### config.mk
export PLATFORM = sky130hd
export DESIGN_NAME = turn_lamp_seq
export DESIGN_NICKNAME = d
export VERILOG_FILES = /design/src/rtl/turn_lamp_seq.sv
export SDC_FILE = /design/constraint.sdc
export NUM_CORES = 1
export LEC_CHECK = 0
export BUFFER_PORTS_ARGS = -buffer_cell sky130_fd_sc_hd__buf_2
export CAP_MARGIN = 10
export CORE_AREA = 2 2 39 41
export CTS_CLUSTER_SIZE = 40
export DETAILED_ROUTE_END_ITERATION = 16
export DIE_AREA = 0 0 41 43
export PLACE_DENSITY = 0.41
export SETUP_SLACK_MARGIN = 0.5
export SYNTH_ARGS = -nofsm -noshare
export SYNTH_HDL_FRONTEND = slang
export SYNTH_SLANG_ARGS = --single-unit
### constraint.sdc
create_clock -name clk -period 1.16 [get_ports clk]
set_input_delay 0.232 -clock clk [delete_from_list [all_inputs] [get_ports clk]]
set_output_delay 0.232 -clock clk [all_outputs]
set_load 0.01 [all_outputs]
### src/rtl/turn_lamp_seq.sv
module turn_lamp_seq (
  input  logic       clk,
  input  logic       rst,
  input  logic       left_req,
  input  logic       right_req,
  input  logic       haz_req,
  output logic [2:0] left_lamps,
  output logic [2:0] right_lamps
);

  localparam logic [2:0] ST_IDLE = 3'b000;
  localparam logic [2:0] ST_L1   = 3'b001;
  localparam logic [2:0] ST_L2   = 3'b011;
  localparam logic [2:0] ST_L3   = 3'b010;
  localparam logic [2:0] ST_R1   = 3'b101;
  localparam logic [2:0] ST_R2   = 3'b111;
  localparam logic [2:0] ST_R3   = 3'b110;
  localparam logic [2:0] ST_ALL  = 3'b100;

  logic [2:0] st, st_nx;

  always_comb begin
    st_nx = ST_IDLE;
    case (st)
      ST_IDLE: begin
        if (haz_req || (left_req && right_req)) st_nx = ST_ALL;
        else if (left_req)                      st_nx = ST_L1;
        else if (right_req)                     st_nx = ST_R1;
        else                                    st_nx = ST_IDLE;
      end
      ST_L1:   st_nx = haz_req ? ST_ALL : ST_L2;
      ST_L2:   st_nx = haz_req ? ST_ALL : ST_L3;
      ST_R1:   st_nx = haz_req ? ST_ALL : ST_R2;
      ST_R2:   st_nx = haz_req ? ST_ALL : ST_R3;
      default: st_nx = ST_IDLE;
    endcase
  end

  always_ff @(posedge clk) begin
    if (rst) st <= ST_IDLE;
    else     st <= st_nx;
  end

  wire in_all = (st == ST_ALL);

  assign left_lamps[0]  = in_all | (st == ST_L1) | (st == ST_L2) | (st == ST_L3);
  assign left_lamps[1]  = in_all | (st == ST_L2) | (st == ST_L3);
  assign left_lamps[2]  = in_all | (st == ST_L3);
  assign right_lamps[0] = in_all | (st == ST_R1) | (st == ST_R2) | (st == ST_R3);
  assign right_lamps[1] = in_all | (st == ST_R2) | (st == ST_R3);
  assign right_lamps[2] = in_all | (st == ST_R3);

endmodule

After elaboration in Yosys (flattened, before gate mapping)
Index checks and enable logic that the tools add are counted.
Word-level totals
  register bits: 3
  latch bits: 0
  RAM bits: 0
  ROM bits: 0
  output and inout port bits: 6
  memories kept: 0
Operators by class
  add/sub/neg operators: 0
  $mul: 0
  divide/modulo/power cells: 0
  $lt $le $gt $ge: 0
  eq/ne operators: 7
  shift operators: 0
  multiplexer cells: 8
  bitwise logic cells: 12
  reduce and logical (&&, ||, !) cells: 3
Operator list (count)
  3-bit two-way mux: 5
  3-bit case mux with 5 select lines: 1
  3-bit equality test (second input constant): 4
  1-bit OR: 12
  3-bit by 2-bit equality test with 1-bit output (second input constant): 2
  2-bit two-way mux: 2
  3-bit by 1-bit equality test with 1-bit output (second input constant): 1
  3-bit logical NOT: 1
  1-bit logical AND: 1
  1-bit logical OR: 1

Logic depth before layout (Yosys ltp)
  depth after elaboration: 4
  gate-level depth with buffers: 3

Worst setup path after synthesis
Ideal clock, no wire load.
  path kind: flip-flop to output port
  start point: register st[0]
  end point: output left_lamps[1]
  arrival time: 734 ps
  data required time: 928 ps
  slack: 194 ps
  cell stages (with the launch flop): 3
  path buffers: 0
  cells stage by stage: dfxtp_1 > nand2b_1 > mux2i_1
On the way
  word-level cells in the longest chain between the ends: 3
RTL lines
  start: declaration: line 20  | logic [2:0] st, st_nx;
  start signal: assignment: line 41  | else st <= st_nx;
  3-bit equality test / 3-bit by 2-bit equality test with 1-bit output (equally long branches): line 44, 47
  1-bit OR: line 47  | assign left_lamps[1] = in_all | (st == ST_L2) | (st == ST_L3);
  1-bit OR *: line 47
  end: declaration: line 7  | output logic [2:0] left_lamps,
Every way passes the cells marked *; elsewhere a longest branch is shown, timed or not.

Worst setup path in the final report
  start point: register st[2]
  end point: output left_lamps[2]
On the way
  word-level cells in the longest chain between the ends: 2
RTL lines
  3-bit equality test / 3-bit by 2-bit equality test with 1-bit output (equally long branches): line 44, 48
  1-bit OR *: line 48  | assign left_lamps[2] = in_all | (st == ST_L3);
Marked as above.

==> out/metrics.csv <==
metric,value,unit
outcome,"finished, violations left",
failing checks,negative setup slack,
post-synth top area share,0.308,
I/O Buffers,10,
Worst Setup SP,st[2]$_SDFF_PP0_,
post-route clock skew,3.39,ps
CTS tree,built,
CP Max Fanout,5,
"Period Utilization, post-route",1.08,
Critical Path Sink,left_lamps[2],
Worst Path Arrival,1020,ps
Top Ports,11,
#FFs+latches synth,3,
flop2flop setup slack,200,ps
initial antenna violation count,0,
Synth Instances,22,
DRC,0,
First-pass DRT Iterations,3,
largest registers,st (3),
Hold/Removal Path Class,primary input to flop,
Post-Synth Simple-Gate Area,0.186,
FF-to-FF End,st[0]$_SDFF_PP0_,
combinational share of power,0.327,
Max Cap Violations,0,
Area Overhead vs Synth,85.9,%
cell taking the most area after synthesis,dfxtp_1,
Synth Area in XOR/XNOR,0.135,
total number of vias,203,
die height,43,um
first-pass GRT wire length,765,um
Hold Path Stages,2,
Cell variety after synth,15,
WS Path Type,flop to primary output,
largest family of logic cells by synthesized area,compound AO/OA/AOI/OAI gates,
WL/cell,8.82,um
# clock sinks,3,
dpl hpwl,362,um
drt total wl,485,um
nets,45,
DP Area,297,sq um
Core ar.,1380,sq um
worst skew pair latency,230,ps
Synth Cell Area,195,sq um
Clk pwr share,0.405,
initial DRC count,3,
Setup Total Neg Slack,-318,ps
Antenna diodes,0,
Tightest Pin Transition,158,ps
fmax,0.799,GHz
Worst setup EP type,primary output,
layout cells sized above 1,0.744,
htree depth,1,
max reg flops,3,
sequential share of power,0.268,
WP data required,930,ps
register area share after synthesis,0.308,
Placed Cells,48,
largest net degree at the start of global routing,9,
"Hold-fix buffers, CTS",0,
Final Hold Fails,0,
vias per cell,3.69,
Cell Int Power,323,uW
leak pwr,0.177,nW
clock slew at reported path FFs,40,ps
# rows,14,
die area,1760,sq um
synth warn,0,
ANT nets after route,0,
Peak VDD IR,0.000478,V
Initial Utilization,0.141,
Slew HR,0.894,
Synth Area in Adders,0,
PwrDens,1240,nW/um^2
Die X-Extent,41,um
Synth area leaders,"dfxtp_1 (31%), xnor2_1 (9.0%), a211oi_2 (6.4%)",
number of global-route vias before repair,194,
max-slew violation total from the final report,0,
Root Buffer,clkbuf_4,
Post-Layout Cell Count,55,
grt ovf,0,
Reg with most FFs,st,
Setup WS pre-CTS,51.7,ps
CP Launch Type,flop,
Final Setup Violations,4,
worst setup margin,-91.6,ps
switching power,126,uW
Finished Cell Area,363,sq um
RR Startpoint,st[2]$_SDFF_PP0_,
RSZ-0062 raised after global routing,true,
worst reg-to-reg path cell count,5,
minimum clock period,1250,ps
switch share,0.280,
"Avg Cell Area, Syn",8.87,sq um
CTS buffer count,3,
Bufs on Longest Clock Path,2,
Total GRT Usage,0.0734,
mux share of post-synthesis cell area,0.0513,
"Net Count, Synth",27,
Final GP Congestion,0.661,
Compound-Gate Fraction of Synth Area,0.205,
## per-stage QoR
stage	utilization	hold WS, ps	power (mW)
floorplan	-	297	0.204
global placement	0.214	427	0.244
detailed placement	0.214	437	0.249
CTS	0.247	186	0.453
global route	0.262	206	0.488
finish	0.262	199	0.449
## power by group through the flow
stage               registers, mW  logic [mW]  clock network [mW]
global placement            0.120       0.123                   0
floorplan                   0.116      0.0876                   0
global route                0.122       0.162               0.204
CTS                         0.122       0.136               0.194
finish                      0.121       0.147               0.182
detailed placement          0.122       0.127                   0
## layout make-up
| class | count | area (sq um) |
|---|---|---|
| multi-input combinational | 15 | 143 |
| timing repair buffer | 15 | 95.1 |
| clock buffer | 4 | 26.3 |
| sequential | 3 | 71.3 |
| inverter | 2 | 7.51 |
| fill | 156 | 1020 |
| tap | 16 | 20.0 |
## cell families (layout without fill, tap and decap cells)
group,Yosys count,after routing
and+or+nand+nor,7,7
AOI/OAI and AO/OA,4,4
buffers and inverters,4,21
xor gates and xnor gates,3,3
DFF,3,3
muxes,1,1
## worst max-delay path: stages, from the launching register on
cell and delay, ps:
dfxtp_4 350, buf_6 130, xnor2_2 120, nor2_2 60
buf_2 120
## cells in the mapped netlist, drive strengths merged
master  number
clkbuf       1
o21ba        1
dfxtp        3
o211a        1
nor3b        1
nor3         1
inv          2
mux2i        1
xor2         1
a211oi       1
nand2b       2
xnor2        2
a21boi       1
nor2         3
buf          1
## cell usage in the layout, fill, tap and decap left out, drive strengths merged
master  Yosys  final
buf         1     15
clkbuf      1      4
dfxtp       3      3
nor2        3      3
xnor2       2      2
nand2b      2      2
inv         2      2
mux2i       1      1
a21boi      1      1
nor3b       1      1
xor2        1      1
nor3        1      1
o211a       1      1
o21ba       1      1
a211oi      1      1
## per-layer routing
metal  up-vias  share of wire  wire, um  GRT usage
met5         -              0         0          0
met4         0          0.016         8      0.100
met3         2           0.14        66     0.0314
met2        11           0.41       198     0.0813
met1        84           0.44       211     0.0839
li1        106              -         -          -
## how the worst min path moves through the flow
stage | startpoint | endpoint | slack (ps)
2_1_floorplan | rst | st[2]$_SDFF_PP0_ | 300
3_3_place_gp | haz_req | st[1]$_SDFF_PP0_ | 430
3_5_place_dp | haz_req | st[1]$_SDFF_PP0_ | 440
4_1_cts | haz_req | st[1]$_SDFF_PP0_ | 190
5_1_grt | haz_req | st[1]$_SDFF_PP0_ | 210
6_report | haz_req | st[1]$_SDFF_PP0_ | 200
## timing repair
action	CTS	global route
hold endpoints to repair	0	0
resized for setup	4	3
buffers inserted	1	2
endpoints found under the setup margin	9	9
pin swaps	2	0
Power figures use the tool's default switching activity.
